`config.mk`:
```
export PLATFORM = sky130hd
export DESIGN_NAME = uart_tx_frontend
export DESIGN_NICKNAME = d
export VERILOG_FILES = /design/src/rtl/uart_tx_pkg.sv /design/src/rtl/uart_tx_bit_timer.sv /design/src/rtl/uart_tx_parity.sv /design/src/rtl/uart_tx_sequencer.sv /design/src/rtl/uart_tx_frontend.sv
export SDC_FILE = /design/constraint.sdc
export NUM_CORES = 1
export LEC_CHECK = 0
export ABC_AREA = 1
export BUFFER_PORTS_ARGS = -buffer_cell sky130_fd_sc_hd__buf_2
export CORE_UTILIZATION = 45
export CTS_CLUSTER_SIZE = 40
export DETAILED_ROUTE_END_ITERATION = 12
export MAX_ROUTING_LAYER = met4
export PLACE_DENSITY = 0.73
export SLEW_MARGIN = 25
export SYNTH_ARGS = -nofsm -noshare
export SYNTH_HDL_FRONTEND = slang
export SYNTH_SLANG_ARGS = --single-unit
```
`constraint.sdc`:
```
create_clock -name clk -period 2.85 [get_ports clk]
set_input_delay 0.285 -clock clk [delete_from_list [all_inputs] [get_ports clk]]
set_output_delay 0.285 -clock clk [all_outputs]
set_load 0.01 [all_outputs]
```
`src/rtl/uart_tx_pkg.sv`:
```
package uart_tx_pkg;
  typedef enum logic [1:0] {
    PAR_NONE = 2'b00,
    PAR_EVEN = 2'b01,
    PAR_ODD  = 2'b10,
    PAR_RSVD = 2'b11
  } parity_mode_e;

  typedef enum logic [2:0] {
    ST_IDLE,
    ST_START,
    ST_DATA,
    ST_PARITY,
    ST_STOP
  } frame_state_e;
endpackage

```
`src/rtl/uart_tx_bit_timer.sv`:
```
module uart_tx_bit_timer #(
  parameter int DIV_W = 16
) (
  input  logic             clk,
  input  logic             rst,
  input  logic             load,
  input  logic             run,
  input  logic [DIV_W-1:0] divider,
  output logic             tick
);
  logic [DIV_W-1:0] limit_q;
  logic [DIV_W-1:0] count_q;

  assign tick = run && (count_q >= limit_q);

  always_ff @(posedge clk) begin
    if (rst) begin
      limit_q <= '0;
      count_q <= '0;
    end else if (load) begin
      limit_q <= (divider == '0) ? '0 : divider - DIV_W'(1);
      count_q <= '0;
    end else if (!run || tick) begin
      count_q <= '0;
    end else begin
      count_q <= count_q + DIV_W'(1);
    end
  end
endmodule

```
`src/rtl/uart_tx_parity.sv`:
```
module uart_tx_parity
  import uart_tx_pkg::*;
#(
  parameter int DATA_W = 8
) (
  input  logic [DATA_W-1:0] data,
  input  logic              wide,
  input  logic [1:0]        mode,
  output logic              enable,
  output logic              value
);
  logic [DATA_W-1:0] used;

  always_comb begin
    used = data;
    if (!wide) used[DATA_W-1] = 1'b0;
    enable = (mode == PAR_EVEN) || (mode == PAR_ODD);
    value  = (^used) ^ (mode == PAR_ODD);
  end
endmodule

```
`src/rtl/uart_tx_sequencer.sv`:
```
module uart_tx_sequencer
  import uart_tx_pkg::*;
#(
  parameter int DATA_W = 8
) (
  input  logic              clk,
  input  logic              rst,
  input  logic              go,
  input  logic              abort,
  input  logic              tick,
  input  logic [DATA_W-1:0] data,
  input  logic              wide,
  input  logic              par_en,
  input  logic              par_val,
  input  logic              two_stop,
  output logic              busy,
  output logic              done,
  output logic              tx
);
  localparam int IDX_W = (DATA_W > 2) ? $clog2(DATA_W) : 1;

  frame_state_e      state_q;
  logic [DATA_W-1:0] shift_q;
  logic [IDX_W-1:0]  idx_q;
  logic [IDX_W-1:0]  last_q;
  logic              par_en_q;
  logic              par_q;
  logic              two_stop_q;
  logic              stop_idx_q;

  assign busy = (state_q != ST_IDLE);

  always_ff @(posedge clk) begin
    if (rst) begin
      state_q    <= ST_IDLE;
      shift_q    <= '0;
      idx_q      <= '0;
      last_q     <= '0;
      par_en_q   <= 1'b0;
      par_q      <= 1'b0;
      two_stop_q <= 1'b0;
      stop_idx_q <= 1'b0;
      done       <= 1'b0;
      tx         <= 1'b1;
    end else begin
      done <= 1'b0;
      if (busy && abort) begin
        state_q <= ST_IDLE;
        tx      <= 1'b1;
      end else begin
        unique case (state_q)
          ST_IDLE: if (go) begin
            state_q    <= ST_START;
            shift_q    <= data;
            last_q     <= wide ? IDX_W'(DATA_W - 1) : IDX_W'(DATA_W - 2);
            par_en_q   <= par_en;
            par_q      <= par_val;
            two_stop_q <= two_stop;
            tx         <= 1'b0;
          end
          ST_START: if (tick) begin
            state_q <= ST_DATA;
            idx_q   <= '0;
            tx      <= shift_q[0];
            shift_q <= shift_q >> 1;
          end
          ST_DATA: if (tick) begin
            if (idx_q == last_q) begin
              if (par_en_q) begin
                state_q <= ST_PARITY;
                tx      <= par_q;
              end else begin
                state_q    <= ST_STOP;
                stop_idx_q <= 1'b0;
                tx         <= 1'b1;
              end
            end else begin
              idx_q   <= idx_q + IDX_W'(1);
              tx      <= shift_q[0];
              shift_q <= shift_q >> 1;
            end
          end
          ST_PARITY: if (tick) begin
            state_q    <= ST_STOP;
            stop_idx_q <= 1'b0;
            tx         <= 1'b1;
          end
          ST_STOP: if (tick) begin
            if (stop_idx_q == two_stop_q) begin
              state_q <= ST_IDLE;
              done    <= 1'b1;
            end else begin
              stop_idx_q <= 1'b1;
            end
          end
          default: begin
            state_q <= ST_IDLE;
            tx      <= 1'b1;
          end
        endcase
      end
    end
  end
endmodule

```
`src/rtl/uart_tx_frontend.sv`:
```
module uart_tx_frontend
  import uart_tx_pkg::*;
#(
  parameter int DATA_W = 8,
  parameter int DIV_W  = 16
) (
  input  logic              clk,
  input  logic              rst,
  input  logic              in_valid,
  output logic              in_ready,
  input  logic [DATA_W-1:0] in_data,
  input  logic              cfg_wide,
  input  logic [1:0]        cfg_parity,
  input  logic              cfg_two_stop,
  input  logic [DIV_W-1:0]  divider,
  input  logic              cancel,
  output logic              busy,
  output logic              done,
  output logic              tx
);
  logic accept;
  logic tick;
  logic par_en;
  logic par_val;

  assign in_ready = !busy && !cancel;
  assign accept   = in_valid && in_ready;

  uart_tx_parity #(.DATA_W(DATA_W)) u_parity (
    .data   (in_data),
    .wide   (cfg_wide),
    .mode   (cfg_parity),
    .enable (par_en),
    .value  (par_val)
  );

  uart_tx_bit_timer #(.DIV_W(DIV_W)) u_timer (
    .clk     (clk),
    .rst     (rst),
    .load    (accept),
    .run     (busy),
    .divider (divider),
    .tick    (tick)
  );

  uart_tx_sequencer #(.DATA_W(DATA_W)) u_seq (
    .clk      (clk),
    .rst      (rst),
    .go       (accept),
    .abort    (cancel),
    .tick     (tick),
    .data     (in_data),
    .wide     (cfg_wide),
    .par_en   (par_en),
    .par_val  (par_val),
    .two_stop (cfg_two_stop),
    .busy     (busy),
    .done     (done),
    .tx       (tx)
  );
endmodule

```
==> results of run 1 <==
## placed cells by master, fill, tap and decap left out, types with 2 or more instances in the layout
cell type   n
a21oi_1    40
a22oi_1     3
buf_2      35
clkbuf_8    5
dfxtp_1    54
ha_1       20
inv_1      56
inv_2       2
mux2_2      7
nand2_1    98
nand2_2     4
nand3_1    27
nand4_1     7
nor2_1     55
nor2_4      2
nor3_1      7
nor3b_1     5
nor4_1      2
o211ai_1    2
o21ai_0    10
o21ai_1     2
o22ai_1     2
or2_2       5
xnor2_1    14
xor2_1     16
## registers in the layout, summed over array words and instances, names as in the netlist
register and count:
u_seq.last_q 2, u_seq.par_en_q 1, u_seq.state_q 3, u_seq.tx 1
u_seq.stop_idx_q 1, u_seq.two_stop_q 1, u_timer.count_q 16, u_seq.idx_q 3
u_seq.par_q 1, u_seq.shift_q 8, u_seq.done 1, u_timer.limit_q 16
## report_power, final
part           switching [µW]  total (µW)  leakage, µW  internal, µW
Sequential               81.2         960     0.000439           879
Clock                     263         527    0.0000585           264
Combinational             624         976      0.00106           352
Total                     968        2460      0.00155          1490
## how the worst max path moves through the flow
stage / slack, ns / start / to
3_5_place_dp: 0.67 / u_timer.count_q[13] / u_timer.count_q[9]
4_1_cts: 0.63 / u_timer.count_q[13] / u_timer.count_q[9]
5_1_grt: 0.43 / u_timer.count_q[13] / u_timer.count_q[9]
6_report: 0.62 / u_timer.count_q[13] / u_timer.count_q[10]
2_1_floorplan: 1.08 / u_timer.limit_q[15] / u_seq.shift_q[7]
3_3_place_gp: 0.82 / u_timer.count_q[13] / u_timer.count_q[10]
## cell usage after synthesis (all sizes together)
cell	instances	share of area
nor2	58	0.073
nand3	28	0.045
dfxtp	54	0.34
o211ai	2	0.0047
inv	58	0.068
xnor2	14	0.038
nor3b	5	0.012
o21ai	13	0.021
nand2	103	0.13
xor2	16	0.043
nor3	8	0.016
ha	20	0.078
nand4	7	0.014
or2	6	0.012
a21oi	41	0.065
nor4	2	0.0039
buf	4	0.0062
o22ai	2	0.0039
o21a	1	0.0023
clkbuf	3	0.0035
mux2	7	0.024
a22oi	3	0.0070
## cell type report
type	instances	area (µm²)
inverters	58	218
multi-input cells	336	1890
fillers	681	3260
clock buffers	5	68.8
clock inverters	3	43.8
repair buffers	36	183
well taps	96	120
flip-flops and latches	54	1080
## per-stage QoR
step | total power (µW) | hold slack (ns)
final | 2460 | 0.219
after global routing | 2630 | 0.221
after CTS | 2470 | 0.210
after detailed placement | 1940 | 0.450
after global placement | 1920 | 0.445
after floorplan | 1720 | 0.428
## worst reg2reg max path: cells and delay by family (launching register included)
family          cells  cell delay, ns
buf+inv             1            0.18
simple gates        4            0.99
flops               1            0.44
fa+ha+maj           1            0.29
compound gates      2            0.26
## cells by family (layout without fill, tap and decap cells)
logic type | after synthesis | in the layout | share of synthesized area
adders and majority gates | 20 | 20 | 0.0776
DFF | 54 | 54 | 0.335
AOI/OAI and AO/OA | 62 | 62 | 0.104
and+or+nand+nor | 217 | 217 | 0.300
muxes | 7 | 7 | 0.0244
buffers and inverters | 65 | 102 | 0.0772
xor gates and xnor gates | 30 | 30 | 0.0815
## metal layers
metal	up-vias	global-route usage	part of all wire
met2	59	0.316	0.44
met3	13	0.0352	0.036
li1	1547	-	-
met4	0	0.0621	0.018
met1	1307	0.253	0.50
met5	-	-	0
==> results.json, run 1 <==
{
  "firstDrtPassIters": 4,
  "cts_resized": 0,
  "start_util": 0.469,
  "synthCells": 455,
  "critical-path-top-delay-family": "simple AND/OR/NAND/NOR gates",
  "leakagePower_uw": 0.00155,
  "post-route-util": 0.525,
  "path_cells": "ha_1, a21oi_1, o21ai_1, nor2_1, nand2_1, inv_1, nand3_2, nor3b_1",
  "yosys_register_bits": 54,
  "dr.first_iter.drc_count": 90,
  "cts_buffers": 5,
  "rows": 30,
  "status": "completed",
  "rsz0062_at_grt": "no",
  "tritoncts": "built",
  "cts.sinks": 54,
  "coreArea_mm2": 0.00687,
  "synth-seq-area-share": 0.335,
  "drive_gt1_frac": 0.142,
  "finalHoldViolations": 0,
  "holdPathEnd": "u_seq.two_stop_q",
  "worst_hold_path.num_cells": 3,
  "grt_pass1_wl_um": 11600,
  "critical-path-slowest-cell": "dfxtp_1",
  "post_cts_buffers": 0,
  "critPathKind": "flop to flop",
  "finalSetupViolCount": 0,
  "tightest_slew_ns": 0.562,
  "cp.arrival_ns": 2.46,
  "grt_pass1_vias": 2652,
  "wl_um": 6770,
  "grt_start_max_net_pins": 32,
  "tns_ns": 0,
  "antenna_cells": 0,
  "layout.cells.non_filler": 588,
  "clockBufferDepth": 2,
  "max_freq_mhz": 449,
  "drv_cap": 0,
  "rrSetupSlack_ns": 0.62,
  "gp_congestion": 0.900,
  "port_buffers": 35,
  "place_worst_setup_slack_ns": 0.669,
  "area.growth.synth_to_final_pct": 11.9,
  "pwr_density_cell_mw_per_mm2": 683,
  "worstReg2RegStart": "u_timer.count_q[13]",
  "antenna_found_initial": 0,
  "routedWlPerCell_um": 11.5,
  "die_x_um": 86.6,
  "critical_path_buf_inv_count": 1,
  "setup_ws_ns": 0.620,
  "period_needed_ns": 2.23,
  "cts-root-buf": "clkbuf_8",
  "fp.dieH_um": 86.6,
  "final_area_mm2": 0.00361,
  "track_usage": 0.197,
  "final_nets": 543,
  "start_kind": "flop",
  "vias": 2926,
  "clk_latency_ns": 0.31,
  "synth_nets": 507,
  "drv_slew": 0,
  "period_share": 0.782,
  "ff2ff_path_depth": 8,
  "yosysWarnings": 0,
  "dp.cells": 580,
  "pin_count": 36,
  "synth_cell_types": 33,
  "vias_per_cell": 4.98,
  "postCtsHoldBufs": 0,
  "crit_cells": 8,
  "htree_levels": 2,
  "slowest_delay_ns": 0.44,
  "fin_worst_skew_ns": 0.00548,
  "maxSlewHeadroom": 0.626,
  "syn_area_mm2": 0.00322,
  "ir_drop_uv": 276,
  "syn_area_per_cell_um2": 7.09,
  "clk_pin_slew_ns": 0.10,
  "placed_area_mm2": 0.00350,
  "drc": 0,
  "required_ns": 3.08,
  "cp-end-kind": "flop",
  "antenna_left": 0,
  "overflow": 0,
  "crit_path_max_fanout": 16,
  "hpwl_um": 5250,
  "die_area_mm2": 0.00751,
  "r2r-end": "u_timer.count_q[10]",
  "hp-start": "cfg_two_stop",
  "hold_path.class": "primary input to flop"
}
Power figures use the tool's default switching activity.
==> inputs of run 2 (changes only) <==
--- a/config.mk
+++ b/config.mk
@@ -5,13 +5,13 @@
 export SDC_FILE = /design/constraint.sdc
 export NUM_CORES = 1
 export LEC_CHECK = 0
-export ABC_AREA = 1
+export ABC_AREA = 0
 export BUFFER_PORTS_ARGS = -buffer_cell sky130_fd_sc_hd__buf_2
 export CORE_UTILIZATION = 45
 export CTS_CLUSTER_SIZE = 40
 export DETAILED_ROUTE_END_ITERATION = 12
 export MAX_ROUTING_LAYER = met4
-export PLACE_DENSITY = 0.73
+export PLACE_DENSITY = 0.76
 export SLEW_MARGIN = 25
 export SYNTH_ARGS = -nofsm -noshare
 export SYNTH_HDL_FRONTEND = slang
==> constraint.sdc (replaced) <==
create_clock -name clk -period 1.9 [get_ports clk]
set_input_delay 0.19 -clock clk [delete_from_list [all_inputs] [get_ports clk]]
set_output_delay 0.19 -clock clk [all_outputs]
set_load 0.01 [all_outputs]
==> run 2 against run 1 <==
The run now ends with setup timing left. Sequential cell count stayed put. Final area is 18% higher. Synthesized cell count is 16% lower. Final cell count is 5.4% lower. Routed wire length is 17% higher. Combinational power is 56% higher. Clock skew is 0.0097 ns higher. Hold slack worse by 0.10 ns. Clock-buffer cell count stayed put. Clock power is 24% higher. Critical endpoint is now u_seq.stop_idx_q. Largest power group unchanged.
==> results.json, run 2 <==
{
  "synth_cell_types": 48,
  "die_x_um": 85.4,
  "clk_latency_ns": 0.31,
  "synth-edff-count": 0,
  "fp.dieH_um": 85.4,
  "rows": 30,
  "clk_pin_slew_ns": 0.10,
  "port_buffers": 35,
  "max_freq_mhz": 459,
  "rsz0062_at_grt": "yes",
  "firstDrtPassIters": 4,
  "dr.first_iter.drc_count": 195,
  "final_nets": 527,
  "setup_ws_ns": -0.281,
  "fin_worst_skew_ns": 0.0152,
  "track_usage": 0.232,
  "drc": 0,
  "antenna_left": 0,
  "synth_top_cell_area_share": 0.345,
  "syn_area_per_cell_um2": 8.18,
  "critical-path-slowest-cell": "or4b_4",
  "final_area_mm2": 0.00426,
  "area.growth.synth_to_final_pct": 36.0,
  "tns_ns": -7.04,
  "grt_pass1_wl_um": 13100,
  "antenna_cells": 0,
  "intPower_uw": 2200,
  "synthCells": 383,
  "critPathKind": "flop to flop",
  "tritoncts": "built",
  "hpwl_um": 5590,
  "coreArea_mm2": 0.00676,
  "routedWlPerCell_um": 14.2,
  "ir_drop_uv": 347,
  "async_flop_share": 0,
  "cts-root-buf": "clkbuf_8",
  "grt_start_max_net_pins": 21,
  "period_needed_ns": 2.18,
  "cts.sinks": 54,
  "synth_top_area_cell": "dfxtp_1",
  "period_share": 1.15,
  "synth_nets": 435,
  "worst_hold_path.num_cells": 3,
  "drive_gt1_frac": 0.363,
  "maxSlewHeadroom": 0.706,
  "pin_count": 36,
  "tightest_slew_ns": 0.437,
  "seqPwrFrac": 0.380,
  "clockPowerShare": 0.186,
  "die_area_mm2": 0.00730,
  "vias": 3064,
  "yosysWarnings": 0,
  "pwr_density_cell_mw_per_mm2": 825,
  "leakagePower_uw": 0.00172,
  "placed_area_mm2": 0.00387,
  "path_cells": "inv_2, ha_4, nand4_1, nor3_2, or4b_4, and3_4, buf_4, o41ai_4, a21oi_2",
  "cts_buffers": 5,
  "vias_per_cell": 5.51,
  "combinationalPowerShare": 0.434,
  "gp_congestion": 0.868,
  "final_cell_mix": "buf_4, dfxtp_1, nor2_1",
  "start_util": 0.464,
  "ff2ff_path_depth": 9,
  "wl_um": 7920,
  "p_sw_uw": 1310,
  "overflow": 0,
  "clockBufferDepth": 2,
  "slowest_delay_ns": 0.52,
  "hold_path.class": "primary input to flop",
  "crit_path_max_fanout": 6,
  "finalSetupViolCount": 33,
  "postCtsHoldBufs": 0,
  "synth-seq-area-share": 0.345,
  "synthFlopType": "dfxtp_1",
  "cp-end-kind": "flop",
  "required_ns": 2.10,
  "status": "finished, violations left",
  "start_kind": "flop",
  "drv_cap": 0,
  "drv_slew": 0,
  "htree_levels": 2,
  "cp.arrival_ns": 2.38,
  "synthTopCellsByCount": "dfxtp_1, nor2_1, nand2_1",
  "synthTopCellsByArea": "dfxtp_1, ha_1, nor2_1",
  "antenna_found_initial": 0,
  "final_common_cell": "buf_4",
  "syn_area_mm2": 0.00313,
  "finalHoldViolations": 0,
  "yosys_register_bits": 54,
  "swShare": 0.375,
  "failed_checks": "setup timing",
  "top_regs": "u_timer.count_q x16, u_timer.limit_q x16, u_seq.shift_q x8",
  "grt_pass1_vias": 2940
}
run 2: changes by cell type after synthesis, sizes merged, moves of 8 or more:
cell and change:
nand2 -70, inv -32, a21oi -23, nand3 -16
a22oi +10, o41ai +10, o211ai +9, clkbuf +8
run 2: area by class of cell:
| cell class | instances | area [µm²] |
|---|---|---|
| Timing Repair Buffer | 100 | 671 |
| Inverter | 26 | 97.6 |
| Fill cell | 537 | 2500 |
| Multi-Input combinational cell | 288 | 2210 |
| Sequential cell | 54 | 1090 |
| Clock buffer | 5 | 68.8 |
| Clock inverter | 3 | 21.3 |
| Tap cell | 80 | 100 |
run 2: final timing paths:
path                             from                  to  slack [ns]
setup / recovery  u_timer.limit_q[13]    u_seq.stop_idx_q       -0.28
hold / removal           cfg_two_stop    u_seq.two_stop_q        0.11
hold reg to reg    u_timer.limit_q[1]  u_timer.limit_q[1]        0.46
setup reg to reg  u_timer.limit_q[13]    u_seq.stop_idx_q       -0.28
run 2: critical path, delay by kind of cell, from the launching register on:
family | cells | cell delay, ns
AOI/OAI and AO/OA | 2 | 0.30
adders and majority gates | 1 | 0.25
buffers and inverters | 2 | 0.19
DFF | 1 | 0.35
and+or+nand+nor | 4 | 0.99
run 2: cells by family after synthesis:
logic type | after synthesis | share of synthesized area
XOR/XNOR | 36 | 0.101
flip-flops | 54 | 0.345
buffers and inverters | 43 | 0.0551
multiplexers | 7 | 0.0224
AO/OA/AOI/OAI | 77 | 0.174
AND/OR/NAND/NOR | 146 | 0.223
adder cells (fa/ha/maj) | 20 | 0.0799
run 2: metal layers:
metal,global-route usage,routed length [µm],vias up
li1,-,-,1537
met1,0.273,3300,1399
met2,0.404,4000,108
met3,0.0418,390,20
met4,0.0682,228,0
met5,-,0,-
run 2: timing repair:
action,4_1_cts,5_1_grt
setup endpoints to repair,33,34
gates resized for setup,22,31
pin swaps,2,18
cloned,2,0
setup buffers,2,2
run 2: power groups by stage:
stage               Clock [µW]  Sequential [µW]  Combinational, µW
finish                     653             1330               1520
detailed placement           0             1360               1250
floorplan                    0             1320                890
global route               708             1350               1650
global placement             0             1350               1220
CTS                        659             1330               1390
run 2: per-stage QoR:
| stage | std cells | util | setup WS (ns) | total power, µW | hold WS (ns) |
|---|---|---|---|---|---|
| after floorplan | 383 | - | -0.276 | 2210 | 0.326 |
| after global placement | 542 | 0.573 | -0.243 | 2580 | 0.437 |
| after detailed placement | 542 | 0.573 | -0.374 | 2610 | 0.445 |
| after CTS | 554 | 0.607 | -0.234 | 3380 | 0.113 |
| after global routing | 556 | 0.630 | -0.363 | 3710 | 0.129 |
| final | 556 | 0.630 | -0.281 | 3510 | 0.114 |
